==> src/rtl/dwin_pkg.sv <==
`timescale 1ns/1ps
package dwin_pkg;

  localparam int CODE_W = 3;
  localparam int CNT_W  = 2;

  // control register field positions (the busy bit is composed on read)
  localparam int CTL_EN    = 0;
  localparam int CTL_SLOW  = 1;
  localparam int CTL_BUSY  = 2;
  localparam int CTL_RLO   = 5;
  localparam logic [7:0] CTL_WMASK = 8'hE3;

  typedef enum logic [2:0] {
    ST_IDLE,
    ST_PEND,
    ST_ISSUE,
    ST_CAPT,
    ST_HOLD
  } xfer_state_t;

  // divide ratio minus one; codes above 3 fall back to ratio 1
  function automatic logic [CNT_W-1:0] ratio_lim(input logic [CODE_W-1:0] code);
    if (code[CODE_W-1]) return '0;
    return code[CNT_W-1:0];
  endfunction

endpackage

==> src/rtl/dwin_regs.sv <==
`timescale 1ns/1ps
module dwin_regs
  import dwin_pkg::*;
#(
  parameter int WIN_W = 8
) (
  input  logic              clk,
  input  logic              rst,
  input  logic              cfg_we,
  input  logic              cfg_sel,
  input  logic [7:0]        cfg_wdata,
  output logic [7:0]        cfg_rdata,
  input  logic              busy,
  output logic              en,
  output logic              slow,
  output logic [CODE_W-1:0] code,
  output logic [WIN_W-1:0]  window
);

  logic [7:0]       ctl_q;
  logic [WIN_W-1:0] win_q;
  logic [7:0]       ctl_view;
  logic [7:0]       win_view;

  always_ff @(posedge clk) begin
    if (rst) begin
      ctl_q <= '0;
      win_q <= '0;
    end else if (cfg_we) begin
      if (cfg_sel) win_q <= cfg_wdata[WIN_W-1:0];
      else         ctl_q <= cfg_wdata & CTL_WMASK;
    end
  end

  always_comb begin
    ctl_view           = ctl_q & CTL_WMASK;
    ctl_view[CTL_BUSY] = busy;
    win_view           = '0;
    win_view[WIN_W-1:0] = win_q;
  end

  always_ff @(posedge clk) begin
    if (rst) cfg_rdata <= '0;
    else     cfg_rdata <= cfg_sel ? win_view : ctl_view;
  end

  assign en     = ctl_q[CTL_EN];
  assign slow   = ctl_q[CTL_SLOW];
  assign code   = ctl_q[CTL_RLO +: CODE_W];
  assign window = win_q;

endmodule

==> src/rtl/dwin_pace.sv <==
`timescale 1ns/1ps
module dwin_pace
  import dwin_pkg::*;
(
  input  logic              clk,
  input  logic              rst,
  input  logic [CODE_W-1:0] code,
  output logic              tick
);

  logic [CNT_W-1:0] cnt_q;
  logic [CNT_W-1:0] lim;

  assign lim  = ratio_lim(code);
  assign tick = (cnt_q >= lim);

  always_ff @(posedge clk) begin
    if (rst)       cnt_q <= '0;
    else if (tick) cnt_q <= '0;
    else           cnt_q <= cnt_q + 1'b1;
  end

endmodule

==> src/rtl/dwin_xfer.sv <==
`timescale 1ns/1ps
module dwin_xfer
  import dwin_pkg::*;
#(
  parameter int AW    = 30,
  parameter int DW    = 32,
  parameter int WIN_W = 8,
  localparam int BEW  = DW / 8,
  localparam int MAW  = AW - WIN_W
) (
  input  logic             clk,
  input  logic             rst,
  input  logic             en,
  input  logic             slow,
  input  logic [WIN_W-1:0] window,
  input  logic             tick,
  input  logic             req_valid,
  output logic             req_ready,
  input  logic [AW-1:0]    req_addr,
  input  logic             req_we,
  input  logic [BEW-1:0]   req_be,
  input  logic [DW-1:0]    req_wdata,
  output logic             req_hit,
  output logic             rsp_valid,
  output logic [DW-1:0]    rsp_rdata,
  output logic             mem_en,
  output logic             mem_we,
  output logic [BEW-1:0]   mem_be,
  output logic [MAW-1:0]   mem_addr,
  output logic [DW-1:0]    mem_wdata,
  input  logic [DW-1:0]    mem_rdata,
  output logic             busy
);

  xfer_state_t state_q;
  logic        we_q;
  logic        slow_q;
  logic [DW-1:0] hold_q;
  logic        claim;

  assign claim     = req_valid && (state_q == ST_IDLE) && en &&
                     (req_addr[AW-1 -: WIN_W] == window);
  assign busy      = (state_q != ST_IDLE);
  assign req_ready = (state_q == ST_IDLE);

  always_ff @(posedge clk) begin
    if (rst) begin
      state_q   <= ST_IDLE;
      we_q      <= 1'b0;
      slow_q    <= 1'b0;
      hold_q    <= '0;
      req_hit   <= 1'b0;
      rsp_valid <= 1'b0;
      rsp_rdata <= '0;
      mem_en    <= 1'b0;
      mem_we    <= 1'b0;
      mem_be    <= '0;
      mem_addr  <= '0;
      mem_wdata <= '0;
    end else begin
      req_hit   <= 1'b0;
      rsp_valid <= 1'b0;
      mem_en    <= 1'b0;
      case (state_q)
        ST_IDLE: begin
          if (claim) begin
            mem_addr  <= req_addr[MAW-1:0];
            mem_be    <= req_be;
            mem_wdata <= req_wdata;
            we_q      <= req_we;
            slow_q    <= slow;
            req_hit   <= 1'b1;
            state_q   <= ST_PEND;
          end
        end
        ST_PEND: begin
          if (tick) begin
            mem_en  <= 1'b1;
            mem_we  <= we_q;
            state_q <= ST_ISSUE;
          end
        end
        ST_ISSUE: begin
          mem_we  <= 1'b0;
          state_q <= we_q ? ST_IDLE : ST_CAPT;
        end
        ST_CAPT: begin
          if (slow_q) begin
            hold_q  <= mem_rdata;
            state_q <= ST_HOLD;
          end else begin
            rsp_rdata <= mem_rdata;
            rsp_valid <= 1'b1;
            state_q   <= ST_IDLE;
          end
        end
        ST_HOLD: begin
          rsp_rdata <= hold_q;
          rsp_valid <= 1'b1;
          state_q   <= ST_IDLE;
        end
        default: state_q <= ST_IDLE;
      endcase
    end
  end

endmodule

==> src/rtl/dwin_decoder.sv <==
`timescale 1ns/1ps
module dwin_decoder
  import dwin_pkg::*;
#(
  parameter int ADDR_W = 32,
  parameter int DATA_W = 32,
  parameter int WIN_W  = 8,
  localparam int WLSB  = $clog2(DATA_W / 8),
  localparam int AW    = ADDR_W - WLSB,
  localparam int MAW   = AW - WIN_W,
  localparam int BEW   = DATA_W / 8
) (
  input  logic              clk,
  input  logic              rst,
  input  logic              req_valid,
  output logic              req_ready,
  input  logic [AW-1:0]     req_addr,
  input  logic              req_we,
  input  logic [BEW-1:0]    req_be,
  input  logic [DATA_W-1:0] req_wdata,
  output logic              req_hit,
  output logic              rsp_valid,
  output logic [DATA_W-1:0] rsp_rdata,
  output logic              mem_en,
  output logic              mem_we,
  output logic [BEW-1:0]    mem_be,
  output logic [MAW-1:0]    mem_addr,
  output logic [DATA_W-1:0] mem_wdata,
  input  logic [DATA_W-1:0] mem_rdata,
  input  logic              cfg_we,
  input  logic              cfg_sel,
  input  logic [7:0]        cfg_wdata,
  output logic [7:0]        cfg_rdata,
  output logic              busy
);

  logic              ctrl_en;
  logic              ctrl_slow;
  logic [CODE_W-1:0] ctrl_code;
  logic [WIN_W-1:0]  win;
  logic              tick;

  dwin_regs #(.WIN_W(WIN_W)) u_regs (
    .clk(clk), .rst(rst),
    .cfg_we(cfg_we), .cfg_sel(cfg_sel), .cfg_wdata(cfg_wdata), .cfg_rdata(cfg_rdata),
    .busy(busy), .en(ctrl_en), .slow(ctrl_slow), .code(ctrl_code), .window(win)
  );

  dwin_pace u_pace (
    .clk(clk), .rst(rst), .code(ctrl_code), .tick(tick)
  );

  dwin_xfer #(.AW(AW), .DW(DATA_W), .WIN_W(WIN_W)) u_xfer (
    .clk(clk), .rst(rst),
    .en(ctrl_en), .slow(ctrl_slow), .window(win), .tick(tick),
    .req_valid(req_valid), .req_ready(req_ready), .req_addr(req_addr),
    .req_we(req_we), .req_be(req_be), .req_wdata(req_wdata), .req_hit(req_hit),
    .rsp_valid(rsp_valid), .rsp_rdata(rsp_rdata),
    .mem_en(mem_en), .mem_we(mem_we), .mem_be(mem_be), .mem_addr(mem_addr),
    .mem_wdata(mem_wdata), .mem_rdata(mem_rdata), .busy(busy)
  );

endmodule

==> config.mk <==
export PLATFORM = sky130hd
export DESIGN_NAME = dwin_decoder
export DESIGN_NICKNAME = d
export VERILOG_FILES = /design/src/rtl/dwin_pkg.sv /design/src/rtl/dwin_regs.sv /design/src/rtl/dwin_pace.sv /design/src/rtl/dwin_xfer.sv /design/src/rtl/dwin_decoder.sv
export SDC_FILE = /design/constraint.sdc
export NUM_CORES = 1
export LEC_CHECK = 0
export BUFFER_PORTS_ARGS = -buffer_cell sky130_fd_sc_hd__buf_2
export CORE_MARGIN = 5
export CORE_UTILIZATION = 35
export DETAILED_ROUTE_END_ITERATION = 6
export SYNTH_ARGS = -nofsm -noshare
export SYNTH_HDL_FRONTEND = slang
export SYNTH_HIERARCHICAL = 1
export SYNTH_SLANG_ARGS = --single-unit
==> constraint.sdc <==
create_clock -name clk -period 1.74 [get_ports clk]
set_clock_uncertainty 0.1 [all_clocks]
set_input_delay 0 -clock clk [delete_from_list [all_inputs] [get_ports clk]]
set_output_delay 0 -clock clk [all_outputs]
set_load 0.01 [all_outputs]
==> results.txt <==
Status: complete, but fails checks
Failing checks: setup timing
Fillers: 1616
Final wirelength: 21200 um
RSZ-0062 raised after global routing: true
Crit share post-route: 103%
Crit path DAT: 2.04 ns
Commonest cells in the netlist: dfxtp_1 (154), a21oi_1 (96), nand2_1 (68), nand4_1 (61), o31ai_1 (60)
Layout Area Growth over Synthesis: 52.7%
Gr usage total: 18.8%
Router iterations before antenna repair: 5
CTS H-tree lvls: 4
Count leader, synth: dfxtp_1
Mapped Avg Cell Area: 9.09 um2
Worst slew pin tran: 0.720 ns
Setup_tns: -0.221 ns
Kind of critical path: register to register
Pwr dens: 836 nW/um2
WP data required: 1.99 ns
Worst slack at placement: -0.0625 ns
Clk_lat worst skew: 0.41 ns
CP Max Fanout: 8
Post-synth top area share: 47.8%
Layout cells sized above 1: 31.4%
Async S/R FF share, synth: 0%
Worst hold path class: primary input to register
Global-route wire length before repair: 33200 um
Final GP Congestion: 0.809
Vias/cell: 5.17
FF-to-FF End: u_xfer/mem_addr[1]$_SDFFE_PP0P_
Hold_sp: rst
I/O Buffers: 215
Clock Path Buffers: 2
Syn Std Cell Area: 6450 um2
Flops & latches, synth: 154
Leading post-synthesis cells by cell area: dfxtp_1 (48%), mux2i_1 (7.6%), a21oi_1 (7.4%)
Post-route DRC: 0
Die height: 146 um
Die area: 21300 um2
Worst setup margin: -0.0569 ns
Pin count of the biggest net entering global routing: 68
ANT nets after route: 0
1st-iter DRT viols: 404
Gate Count Post-Synth: 710
Inserted Clock Buffers: 17
Rel. slew slack: 52.0%
Final #Nets: 1138
Post-Layout Inst Area: 9860 um2
Sequential element share of the synthesized area: 47.8%
I/O pins: 216
WHS Path Cells: 2
Row Count: 49
Critical path launch point type: register
Post-DP HPWL: 13000 um
Number of global-route vias before repair: 6267
Worst Hold End: u_regs/cfg_rdata[5]$_SDFF_PP0_
Synthesis warning total: 6
Post-synth EDFFs: 0
Fin. Hold Viols: 0
Antenna violations before repair: 0
P_leak: 3.91 nW
R2r setup slk: -0.06 ns
# setup viols final: 15
Final min period: 1.80 ns
R2R cell count: 7
Syn Nets: 824
Root buf cell: clkbuf_16
Top FF cell, synth: dfxtp_1
Maxcap violations: 0
Peak supply drop: 0.636 mV
Vias after detailed routing: 6546
CP Capture Type: register
Placeable core region: 18100 um2
Clk sinks: 154
Leading area contributor after synthesis: dfxtp_1
DR WL/cell: 16.7 um
Fmax: 557 MHz
Worst-path clk slew: 0.06 ns
FF-to-FF Start: u_xfer/state_q[2]$_SDFFE_PP0P_
GRT overflow: 0
CTS tree: yes
Netlist cell types: 40
Area after DPL: 7870 um2
Max Slew Vio Count: 0
Die Width: 146 um
Starting Density: 35.7%
==> power breakdown <==
| group | internal, mW | leakage [nW] | switching, mW |
|---|---|---|---|
| Clock | 2.20 | 0.290 | 1.52 |
| Sequential | 3.56 | 1.24 | 0.0221 |
| Combinational | 0.488 | 2.37 | 0.458 |
==> flip-flops by register name, indices dropped and copies added (netlist names) <==
name and count:
u_xfer/rsp_valid 1, u_xfer/hold_q 32, u_regs/ctl_q 5, u_xfer/mem_addr 22, u_pace/cnt_q 2, u_regs/cfg_rdata 8
u_xfer/state_q 3, u_xfer/mem_we 1, u_xfer/we_q 1, u_xfer/req_hit 1, u_xfer/mem_be 4, u_xfer/mem_en 1
u_regs/window 8, u_xfer/slow_q 1, u_xfer/rsp_rdata 32, u_xfer/mem_wdata 32
==> layer usage <==
| metal | part of all wire [%] | vias to the layer above | GRT usage, % | wire length [um] |
|---|---|---|---|---|
| met1 | 44 | 3031 | 24.9 | 9370 |
| li1 | - | 3219 | - | - |
| met3 | 7.9 | 26 | 5.82 | 1680 |
| met4 | 1.6 | 0 | 5.79 | 342 |
| met2 | 46 | 270 | 29.4 | 9810 |
| met5 | 0 | - | 0 | 0 |
==> per-stage QoR <==
step / power (mW) / util [%] / cells / hold slack (ns)
after floorplan: 4.03 / - / 710 / -0.0311
after global placement: 4.32 / 43.5 / 1111 / 0.152
after detailed placement: 4.32 / 43.5 / 1111 / 0.158
after CTS: 8.27 / 53.1 / 1255 / 0.00129
after global routing: 8.58 / 54.5 / 1265 / 0.0382
final: 8.24 / 54.5 / 1266 / 0.00486
==> worst max path at each step <==
stage	from	cells after the start	to	slack (ns)
global placement	u_xfer/state_q[2]$_SDFFE_PP0P_	6	u_xfer/mem_addr[19]$_SDFFE_PP0P_	-0.02
CTS	u_xfer/state_q[2]$_SDFFE_PP0P_	6	u_xfer/mem_wdata[9]$_SDFFE_PP0P_	-0.01
finish	u_xfer/state_q[2]$_SDFFE_PP0P_	7	u_xfer/mem_addr[1]$_SDFFE_PP0P_	-0.06
global route	u_xfer/state_q[2]$_SDFFE_PP0P_	7	u_xfer/mem_wdata[10]$_SDFFE_PP0P_	-0.1
floorplan	u_xfer/state_q[0]$_SDFFE_PP0P_	8	u_xfer/mem_addr[0]$_SDFFE_PP0P_	-0.04
detailed placement	u_xfer/state_q[2]$_SDFFE_PP0P_	6	u_xfer/mem_wdata[17]$_SDFFE_PP0P_	-0.06
==> cells by family (layout without fill, tap and decap cells) <==
group	after synthesis	after routing	synth area share, %
AOI/OAI and AO/OA	198	198	19.6
xor gates and xnor gates	9	9	1.22
other	0	1	0
muxes	49	49	7.60
buffers and inverters	84	410	6.55
adders and majority gates	2	2	0.388
DFF	154	154	47.8
and+or+nand+nor	214	214	16.9
==> placed cells by master (no fill, tap or decap), types with 3 or more instances in the layout <==
master         count
a21oi_1           94
nor2_1            41
nand3_1            4
buf_6              3
nor3_1             3
clkinv_4           4
dfxtp_1          152
clkbuf_16         21
a21bo_2            3
nand2b_1          17
nand4_1           61
buf_4             28
buf_12            13
nand2_1           68
mux2i_1           49
a211oi_1          34
dlygate4sd3_1    114
inv_6              3
o31ai_1           53
buf_2            214
o31ai_2            7
xnor2_1            8
==> worst max-delay path, cell delays in order, from the launching register on <==
cell	delay (ns)
dfxtp_1	0.31
or3_4	0.40
inv_4	0.07
and4b_4	0.26
buf_12	0.15
buf_4	0.13
nand4_1	0.13
a21oi_1	0.17
==> final cells by class <==
class / instances / area (um2) / area share (%)
Tap cell: 229 / 287 / 2.91
Clock buffer: 19 / 453 / 4.60
Sequential cell: 154 / 3090 / 31.3
Clock inverter: 12 / 139 / 1.41
Antenna cell: 1 / 2.50 / 0.0254
Inverter: 2 / 10.0 / 0.102
Multi-Input combinational cell: 472 / 3050 / 30.9
Timing Repair Buffer: 377 / 2830 / 28.7
==> timing repair <==
action                                 in CTS  in global routing
hold buffers                              113                  2
setup endpoints to repair                  52                 87
endpoints found under the hold margin     144                  1
cloned                                      0                  6
pin swaps                                   9                 36
buffers inserted                            0                  3
resized for setup                           3                 19
Note: power is estimated with default switching activity, not from simulation.
